===== src/rtl/keywdt_pkg.sv =====
// Package: shared key codes and register addresses of the keyed watchdog.
// Assumes 16-bit key words and a 2-bit register address.
package keywdt_pkg;
    localparam int KEY_W = 16;
    localparam logic [KEY_W-1:0] KEY_START   = 16'hCCCC;
    localparam logic [KEY_W-1:0] KEY_REFRESH = 16'hAAAA;
    localparam logic [KEY_W-1:0] KEY_UNLOCK  = 16'h5555;

    typedef enum logic [1:0] {
        REG_KEY    = 2'd0,
        REG_PRESC  = 2'd1,
        REG_RELOAD = 2'd2,
        REG_STATUS = 2'd3
    } reg_sel_e;
endpackage


===== src/rtl/keywdt_keyctl.sv =====
// Key decoder: turns key-register writes into start/refresh requests and
// tracks the configuration access state. Assumes one write per cycle.
module keywdt_keyctl
    import keywdt_pkg::*;
(
    input  logic             clk,
    input  logic             rst_n,
    input  logic             wr_en,
    input  logic [1:0]       wr_addr,
    input  logic [KEY_W-1:0] wr_data,
    output logic             start_req,
    output logic             refresh_req,
    output logic             cfg_open,
    output logic             presc_load,
    output logic             reload_load
);
    logic key_wr;

    // Decode write strobes per register.
    always_comb begin
        key_wr      = wr_en && (wr_addr == REG_KEY);
        start_req   = key_wr && (wr_data == KEY_START);
        refresh_req = key_wr && (wr_data == KEY_REFRESH);
        presc_load  = wr_en && (wr_addr == REG_PRESC) && cfg_open;
        reload_load = wr_en && (wr_addr == REG_RELOAD) && cfg_open;
    end

    // Access opens only on the unlock key; any other key closes it.
    always_ff @(posedge clk) begin
        if (!rst_n) begin
            cfg_open <= 1'b0;
        end else if (key_wr) begin
            cfg_open <= (wr_data == KEY_UNLOCK);
        end
    end
endmodule


===== src/rtl/keywdt_cfgsync.sv =====
// Configuration update stage: holds the written value and copies it to the
// active value after SYNC_CYCLES cycles; busy is high meanwhile.
// Assumes SYNC_CYCLES >= 1. A new write restarts the delay.
module keywdt_cfgsync #(
    parameter int          W           = 3,
    parameter int          SYNC_CYCLES = 3,
    parameter logic [W-1:0] RESET_VAL  = '0
) (
    input  logic         clk,
    input  logic         rst_n,
    input  logic         load,
    input  logic [W-1:0] din,
    output logic [W-1:0] shadow,
    output logic [W-1:0] active,
    output logic         busy
);
    localparam int SC_W = $clog2(SYNC_CYCLES + 1);

    logic [SC_W-1:0] wait_cnt;

    // Busy while the delay counter is non-zero.
    always_comb busy = (wait_cnt != '0);

    // Capture writes, count down the delay, then commit to the active copy.
    always_ff @(posedge clk) begin
        if (!rst_n) begin
            shadow   <= RESET_VAL;
            active   <= RESET_VAL;
            wait_cnt <= '0;
        end else if (load) begin
            shadow   <= din;
            wait_cnt <= SC_W'(SYNC_CYCLES);
        end else if (busy) begin
            wait_cnt <= wait_cnt - SC_W'(1);
            if (wait_cnt == SC_W'(1)) begin
                active <= shadow;
            end
        end
    end
endmodule


===== src/rtl/keywdt_divider.sv =====
// Tick divider: emits one tick every 2^(MIN_LOG2 + min(code, TOP_CODE))
// running cycles. Holds while run is low; restart clears the phase.
module keywdt_divider #(
    parameter int PRE_W    = 3,
    parameter int MIN_LOG2 = 2,
    parameter int TOP_CODE = 6
) (
    input  logic             clk,
    input  logic             rst_n,
    input  logic             restart,
    input  logic             run,
    input  logic [PRE_W-1:0] code,
    output logic             tick
);
    localparam int DIV_W = MIN_LOG2 + TOP_CODE;

    logic [DIV_W-1:0] phase;
    logic [DIV_W-1:0] limit;
    int               sel;

    // Saturate the code and form the terminal phase value.
    always_comb begin
        sel   = (int'(code) > TOP_CODE) ? TOP_CODE : int'(code);
        limit = DIV_W'((1 << (MIN_LOG2 + sel)) - 1);
        tick  = run && (phase >= limit);
    end

    // Advance the phase while running; wrap on each tick.
    always_ff @(posedge clk) begin
        if (!rst_n) begin
            phase <= '0;
        end else if (restart) begin
            phase <= '0;
        end else if (run) begin
            phase <= tick ? '0 : phase + DIV_W'(1);
        end
    end
endmodule


===== src/rtl/keywdt_counter.sv =====
// Down-counter: starts from all ones, reloads on refresh, and on a tick at
// zero raises a one-cycle pulse and restarts from all ones. Never stops
// once running, except through rst_n.
module keywdt_counter #(
    parameter int CNT_W = 12
) (
    input  logic             clk,
    input  logic             rst_n,
    input  logic             start,
    input  logic             refresh,
    input  logic             tick,
    input  logic [CNT_W-1:0] reload_val,
    output logic             running,
    output logic [CNT_W-1:0] count,
    output logic             pulse
);
    localparam logic [CNT_W-1:0] ALL_ONES = '1;

    // Run state, count and reset pulse.
    always_ff @(posedge clk) begin
        if (!rst_n) begin
            running <= 1'b0;
            count   <= ALL_ONES;
            pulse   <= 1'b0;
        end else begin
            pulse <= 1'b0;
            if (start && !running) begin
                running <= 1'b1;
                count   <= ALL_ONES;
            end else if (running && refresh) begin
                count <= reload_val;
            end else if (running && tick) begin
                if (count == '0) begin
                    pulse <= 1'b1;
                    count <= ALL_ONES;
                end else begin
                    count <= count - CNT_W'(1);
                end
            end
        end
    end
endmodule


===== src/rtl/keywdt_top.sv =====
// Keyed independent watchdog: key decoder, two configuration update stages
// (prescaler, reload), tick divider and down-counter. Single clock domain;
// bus writes arrive as one-cycle strobes synchronous to clk.
module keywdt_top
    import keywdt_pkg::*;
#(
    parameter int CNT_W        = 12,
    parameter int SYNC_CYCLES  = 3,
    parameter int PRE_W        = 3,
    parameter int PRE_MIN_LOG2 = 2,
    parameter int PRE_TOP_CODE = 6
) (
    input  logic             clk,
    input  logic             rst_n,
    input  logic             wr_en,
    input  logic [1:0]       wr_addr,
    input  logic [KEY_W-1:0] wr_data,
    input  logic [1:0]       rd_addr,
    output logic [KEY_W-1:0] rd_data,
    input  logic             dbg_halt,
    input  logic             halt_stop_en,
    output logic             wdt_rst
);
    localparam logic [CNT_W-1:0] RLD_RESET = '1;
    localparam logic [PRE_W-1:0] PRE_RESET = '0;

    logic             start_req, refresh_req, cfg_open;
    logic             presc_load, reload_load;
    logic [PRE_W-1:0] presc_shadow, presc_active;
    logic [CNT_W-1:0] rld_shadow, rld_active;
    logic             presc_busy, rld_busy;
    logic             running, tick, div_restart, div_run;
    logic [CNT_W-1:0] count_q;

    keywdt_keyctl u_keyctl (
        .clk         (clk),
        .rst_n       (rst_n),
        .wr_en       (wr_en),
        .wr_addr     (wr_addr),
        .wr_data     (wr_data),
        .start_req   (start_req),
        .refresh_req (refresh_req),
        .cfg_open    (cfg_open),
        .presc_load  (presc_load),
        .reload_load (reload_load)
    );

    keywdt_cfgsync #(.W(PRE_W), .SYNC_CYCLES(SYNC_CYCLES), .RESET_VAL(PRE_RESET)) u_presc_sync (
        .clk    (clk),
        .rst_n  (rst_n),
        .load   (presc_load),
        .din    (wr_data[PRE_W-1:0]),
        .shadow (presc_shadow),
        .active (presc_active),
        .busy   (presc_busy)
    );

    keywdt_cfgsync #(.W(CNT_W), .SYNC_CYCLES(SYNC_CYCLES), .RESET_VAL(RLD_RESET)) u_reload_sync (
        .clk    (clk),
        .rst_n  (rst_n),
        .load   (reload_load),
        .din    (wr_data[CNT_W-1:0]),
        .shadow (rld_shadow),
        .active (rld_active),
        .busy   (rld_busy)
    );

    // Divider restarts with the counter; it holds when frozen by debug.
    always_comb begin
        div_restart = (start_req && !running) || (refresh_req && running);
        div_run     = running && !(dbg_halt && halt_stop_en);
    end

    keywdt_divider #(.PRE_W(PRE_W), .MIN_LOG2(PRE_MIN_LOG2), .TOP_CODE(PRE_TOP_CODE)) u_divider (
        .clk     (clk),
        .rst_n   (rst_n),
        .restart (div_restart),
        .run     (div_run),
        .code    (presc_active),
        .tick    (tick)
    );

    keywdt_counter #(.CNT_W(CNT_W)) u_counter (
        .clk        (clk),
        .rst_n      (rst_n),
        .start      (start_req),
        .refresh    (refresh_req),
        .tick       (tick),
        .reload_val (rld_active),
        .running    (running),
        .count      (count_q),
        .pulse      (wdt_rst)
    );

    // Register read mux.
    always_comb begin
        case (rd_addr)
            REG_PRESC:  rd_data = KEY_W'(presc_shadow);
            REG_RELOAD: rd_data = KEY_W'(rld_shadow);
            REG_STATUS: rd_data = KEY_W'({rld_busy, presc_busy});
            default:    rd_data = '0;
        endcase
    end
endmodule


===== config.mk =====
export PLATFORM = sky130hd
export DESIGN_NAME = keywdt_top
export DESIGN_NICKNAME = d
export VERILOG_FILES = /design/src/rtl/keywdt_pkg.sv /design/src/rtl/keywdt_keyctl.sv /design/src/rtl/keywdt_cfgsync.sv /design/src/rtl/keywdt_divider.sv /design/src/rtl/keywdt_counter.sv /design/src/rtl/keywdt_top.sv
export SDC_FILE = /design/constraint.sdc
export NUM_CORES = 1
export LEC_CHECK = 0
export ABC_AREA = 1
export CORE_ASPECT_RATIO = 1.1
export CORE_MARGIN = 2
export CORE_UTILIZATION = 45
export CTS_CLUSTER_SIZE = 24
export DETAILED_ROUTE_END_ITERATION = 6
export GPL_TIMING_DRIVEN = 0
export PLACE_DENSITY = 0.74
export SYNTH_ARGS = -nofsm -noshare
export SYNTH_HDL_FRONTEND = slang
export SYNTH_HIERARCHICAL = 1
export SYNTH_SLANG_ARGS = --single-unit
export TNS_END_PERCENT = 20

===== constraint.sdc =====
create_clock -name clk -period 3.5 [get_ports clk]
set_clock_uncertainty 0.05 [all_clocks]
set_input_delay 1.05 -clock clk [delete_from_list [all_inputs] [get_ports clk]]
set_output_delay 1.05 -clock clk [all_outputs]
set_load 0.005 [all_outputs]

### Word-level counts from Yosys, hierarchy flattened

Cells that the tools add are included.

* register bits: 57
* input port bits: 25
* output and inout bits: 17
* logic and storage cells: 73

* $add $sub $neg: 6
* order comparisons: 2
* equality and inequality tests: 10
* shift operators: 1
* muxes and demuxes: 11
* bitwise gates (word level): 4
* reduce and logical (&&, ||, !) cells: 28

Operator list (number)
* $mux W12: 3
* $pmux W12 S3: 1
* $add A3 B32 Y32 const A: 1
* $eq A16 B16 Y1 const B: 2
* $shl A1 B32 Y8 const A: 1
* $eq A16 B15 Y1 const B: 1
* $logic_and A1 B1 Y1: 13
* $logic_not A12 Y1: 1
* $sub A12 B1 Y12 const B: 1
* $reduce_bool A2 Y1: 5
* $add A8 B1 Y8 const B: 1
* $eq A2 B1 Y1 const B: 4
* $ge A8 B8 Y1: 1
* $mux W2: 4
* $mux W8: 1
* $sub A8 B2 Y8 const B: 1
* $eq A2 B2 Y1 const B: 3
* $reduce_and A3 Y1: 2
* $not A1 Y1: 4
* $reduce_or A2 Y1: 2
* $reduce_or A4 Y1: 1
* $sub A2 B1 Y2 const B: 2
* $gt A3 B3 Y1 const B: 1
* $mux W3: 1
* other kinds (4): 5

### Longest topological paths before layout

Gate-level depths: netlist of run 1.

* depth in word-level cells: 10
* gate-level depth with buffers: 20

### Hierarchy

Netlist of run 1, hierarchy kept.

By module, submodules not included
* keywdt_counter: instances 1, cells each 149, area each 1006.0 um2
* keywdt_cfgsync at u_reload_sync: instances 1, cells each 123, area each 974.7 um2
* keywdt_divider: instances 1, cells each 90, area each 675.6 um2
* keywdt_cfgsync at u_presc_sync: instances 1, cells each 44, area each 349.1 um2
* keywdt_keyctl: instances 1, cells each 49, area each 265.3 um2
* keywdt_top: instances 1, cells each 43, area each 205.2 um2

### Worst setup path before layout of run 1

No wires, ideal clock.

* path kind: input -> output
* start point: in rd_addr[1]
* end point: out rd_data[0]
* arrival time: 1368 ps
* required time: 2400 ps
* setup slack: 1032 ps
* cell stages on the path: 4
* path buffers: 1
* path through: buf_6 > inv_1 > nand3_1 > nand3_1

* longest elaborated chain between the ends: 2
* elaborated cells between the ends (all ways): 4
* classes of those cells: eq/ne: 3; mux: 1

RTL lines
* start: declaration: line keywdt_top.sv:18 `input logic [1:0] rd_addr,`
* $eq A2 B2 Y1 / $eq A2 B1 Y1 (equally long branches): line keywdt_top.sv:97 `case (rd_addr)`
* $pmux W12 S3 *: line keywdt_top.sv:97
* end: declaration: line keywdt_top.sv:19 `output logic [KEY_W-1:0] rd_data,`

Every way passes the cells marked *; elsewhere a longest branch is shown, timed or not.

### Worst setup path in the final report of run 1

* start point: in rd_addr[0]
* end point: out rd_data[7]

Same word-level chain as after synthesis.

==> out/qor.yml, run 1 <==
drt:
  postRouteAntennaNets: 0
  vias: 3179
  routed_wl_mm: 7.53
  drc: 0
  routed_via_density: 4.84
  avgRoutedWirePerCell_um: 11.5
  drtPass1Iterations: 4
  drt_iter0_markers: 120
sta:
  rsz0062_at_grt: "false"
  maxSlewViolCount: 0
  slew_headroom_pct: 33.1
  hold_viol_final: 0
  holdWs_ps: 407
  fin_crit_sh_pct: 95.7
  worst_pin_slew_ps: 994
  min_period_ps: 3350
  fmax_mhz: 299
  finalSetupViolCount: 0
  tns_ps: 0
  setup_ws_ps: 151
cells_and_area:
  layout.cells.non_filler: 657
  multi_input_comb_area_um2: 1960
  area_delta_synth_final_pct: 20.7
  antenna_cells: 0
  fin_util_pct: 56.1
  drive_gt1_share_pct: 14.5
  seqCellArea_um2: 1140
  final.fill_count: 733
  final_nets: 591
  design_area_um2: 4200
placed_design:
  portBuffers: 36
  place.gp.congestion: 0.885
  place.detailed.hpwl_mm: 5.83
  dp_cells: 642
  place_ws_ps: -67.6
  placed_area_um2: 3980
setup_path:
  path_cells: "dlygate4sd2_1 -> inv_2 -> nand2_4 -> nor2_1 -> clkdlybuf4s50_1"
  crit_end: "rd_data[7]"
  end_kind: "output port"
  required_ps: 2400
  crit_start: "rd_addr[0]"
  cp-start-kind: "input port"
  r2r_setup_slack_ps: 650
  cp_max_fo: 9
  timing.rr.end: "u_counter/count[8]$_SDFFE_PP1P_"
  path_class: "in2out"
  reg2reg_depth: 20
  reg2reg_from: "u_presc_sync/active[1]$_SDFFE_PN0P_"
  critPathMaxStageDelay_ps: 530
  slowest_stage: "clkdlybuf4s50_1"
  worst_ep_arrival_time_ps: 2250
floorplanning:
  die_y_um: 96.2
  die_area_um2: 8440
  initial_core_util_pct: 46.5
  core_um2: 7470
  die_width_um: 87.8
  num_rows: 33
  pin_count: 42
min_path:
  min_path_cells: 2
  hp-start: "u_reload_sync/active[1]$_SDFFE_PN1P_"
  hold_path_class: "reg2reg"
clock_network:
  cts_tree: "built"
  clock_sinks: 57
  clk_pin_slew_worst_paths_ps: 60
  max-clock-path-buffers: 2
  cts_buffers: 9
  htree_levels: 3
  clock_latency_ps: 330
  root_buffer: "clkbuf_8"
  cts_hold_buf: 0
global_route:
  overflow: 0
  grt_pass1_vias: 2980
  grt.total_usage_pct: 19.0
  grt_pass1_wl_mm: 12.6
  grt_max_degree: 13
  antenna_found_initial: 0
synthesis:
  synth_area_um2: 3480
  synthCells: 498
  yosys_warnings: 6
  syn_area_per_cell_um2: 6.98
  ys_ff_latch: 57
  synth_cell_types: 39
  seq_area_frac_synth_pct: 32.8
pwr:
  p_total_mw: 2.07
  p_per_area_nw_per_um2: 494
  irDropWorstVdd_mv: 0.280
  leakagePower_nw: 2.07
run_status:
  run_status: "finished clean"
job:
  drv_cap: 0
flip-flops by register name (all words and copies together) (netlist names):
name                    count
u_counter/count            12
u_reload_sync/active       12
u_reload_sync/shadow       12
u_divider/phase             8
u_presc_sync/active         3
u_presc_sync/shadow         3
u_presc_sync/wait_cnt       2
u_reload_sync/wait_cnt      2
u_counter/pulse             1
u_counter/running           1
u_keyctl/cfg_open           1
worst max-delay path: cells and delay by family:
| kind | cells | cell delay, ps |
|---|---|---|
| and+or+nand+nor | 2 | 240 |
| buffers and inverters | 3 | 960 |
cell families (layout without fill, tap and decap cells):
kind of cell | count (synthesis) | after routing | synth area share (%)
adders and majority gates | 18 | 18 | 6.48
other | 1 | 4 | 0.108
DFF | 57 | 57 | 32.8
buffers and inverters | 88 | 139 | 11.2
xor gates and xnor gates | 9 | 9 | 2.27
and+or+nand+nor | 278 | 278 | 38.7
muxes | 1 | 1 | 0.288
AOI/OAI and AO/OA | 46 | 46 | 8.10
where the power goes:
| group | leakage [nW] | switching, mW | total [mW] | internal (mW) |
|---|---|---|---|---|
| clock network | 0.104 | 0.264 | 0.678 | 0.415 |
| registers | 0.463 | 0.0520 | 0.781 | 0.729 |
| logic | 1.50 | 0.353 | 0.614 | 0.261 |
| total | 2.07 | 0.669 | 2.07 | 1.41 |
cell usage after synthesis, drive strengths merged:
master	count	share of area, %
mux2i	1	0.29
a211oi	1	0.22
nand2	127	15
clkbuf	1	0.11
nor2	64	8.8
o21ai	20	3.1
nor4	3	0.54
nand4	7	1.4
o22ai	1	0.18
inv	71	7.7
nand3b	2	0.43
a21oi	11	1.7
nor3b	1	0.22
dfxtp	57	33
ha	18	6.5
conb	1	0.11
nand3	66	9.8
nor3	8	2.1
a21o	1	0.22
xor2	5	1.3
buf	16	3.5
o21bai	8	1.8
o211ai	4	0.86
xnor2	4	1.0
per-layer routing:
| layer | vias up | GRT usage (%) | part of all wire (%) |
|---|---|---|---|
| li1 | 1679 | - | - |
| met1 | 1423 | 20.6 | 44 |
| met2 | 63 | 35.2 | 51 |
| met3 | 14 | 3.52 | 3.5 |
| met4 | 0 | 9.23 | 1.8 |
| met5 | - | 0 | 0 |
cell usage in the layout (no fill, tap or decap), drive strengths merged, types with 16 or more instances in the layout:
master,netlist,layout
clkdlybuf4s50,0,35
ha,18,18
inv,71,71
o21ai,20,20
nand3,66,66
nor2,64,64
nand2,127,127
buf,16,16
dfxtp,57,57
worst min-delay path by stage:
stage / to / slack [ps]
CTS: u_reload_sync/active[1]$_SDFFE_PN1P_ / 410
floorplan: u_reload_sync/active[2]$_SDFFE_PN1P_ / 370
global route: u_reload_sync/active[1]$_SDFFE_PN1P_ / 440
finish: u_reload_sync/active[1]$_SDFFE_PN1P_ / 410
global placement: u_reload_sync/active[6]$_SDFFE_PN1P_ / 390
detailed placement: u_reload_sync/active[1]$_SDFFE_PN1P_ / 400
final cells by class:
| class | count | area share, % |
|---|---|---|
| Inverter | 71 | 6.35 |
| Tap cell | 105 | 3.13 |
| Clock inverter | 5 | 1.91 |
| Sequential cell | 57 | 27.2 |
| Multi-Input combinational cell | 356 | 46.6 |
| Clock buffer | 10 | 3.28 |
| Buffer | 17 | 2.95 |
| Timing Repair Buffer | 36 | 8.56 |
what timing repair did:
action / CTS / global route
resized for setup: 1 / 0
setup buffers: 0 / 0
setup endpoints to repair: 11 / 0
Note: power is estimated with default switching activity, not from simulation.
==> run 2: changes to the inputs <==
==> constraint.sdc (replaced) <==
create_clock -name clk -period 3.3 [get_ports clk]
set_clock_uncertainty 0.05 [all_clocks]
set_input_delay 0.99 -clock clk [delete_from_list [all_inputs] [get_ports clk]]
set_output_delay 0.99 -clock clk [all_outputs]
set_load 0.005 [all_outputs]
==> results of run 2 <==
The final DEF is identical to that of run 1. Status: finished clean.
Among the figures that moved: setup slack after placement -67.6 ps -> -148 ps; setup slack after layout 151 ps -> 71.2 ps; register-to-register setup slack 650 ps -> 450 ps; total power 2.07 mW -> 2.20 mW; worst IR drop on VDD 0.280 mV -> 0.297 mV
==> run 3: changes to the inputs <==
--- a/config.mk
+++ b/config.mk
@@ -6,9 +6,11 @@
 export NUM_CORES = 1
 export LEC_CHECK = 0
 export ABC_AREA = 1
+export ABC_CLOCK_PERIOD_IN_PS = 3300
 export CORE_ASPECT_RATIO = 1.1
 export CORE_MARGIN = 2
 export CORE_UTILIZATION = 45
+export CTS_CLUSTER_DIAMETER = 80
 export CTS_CLUSTER_SIZE = 24
 export DETAILED_ROUTE_END_ITERATION = 6
 export GPL_TIMING_DRIVEN = 0
==> results of run 3 <==
The final DEF is identical to that of run 1. Status: finished clean.
Among the figures that moved: setup slack after placement -67.6 ps -> -148 ps; setup slack after layout 151 ps -> 71.2 ps; register-to-register setup slack 650 ps -> 450 ps; total power 2.07 mW -> 2.20 mW; worst IR drop on VDD 0.280 mV -> 0.297 mV
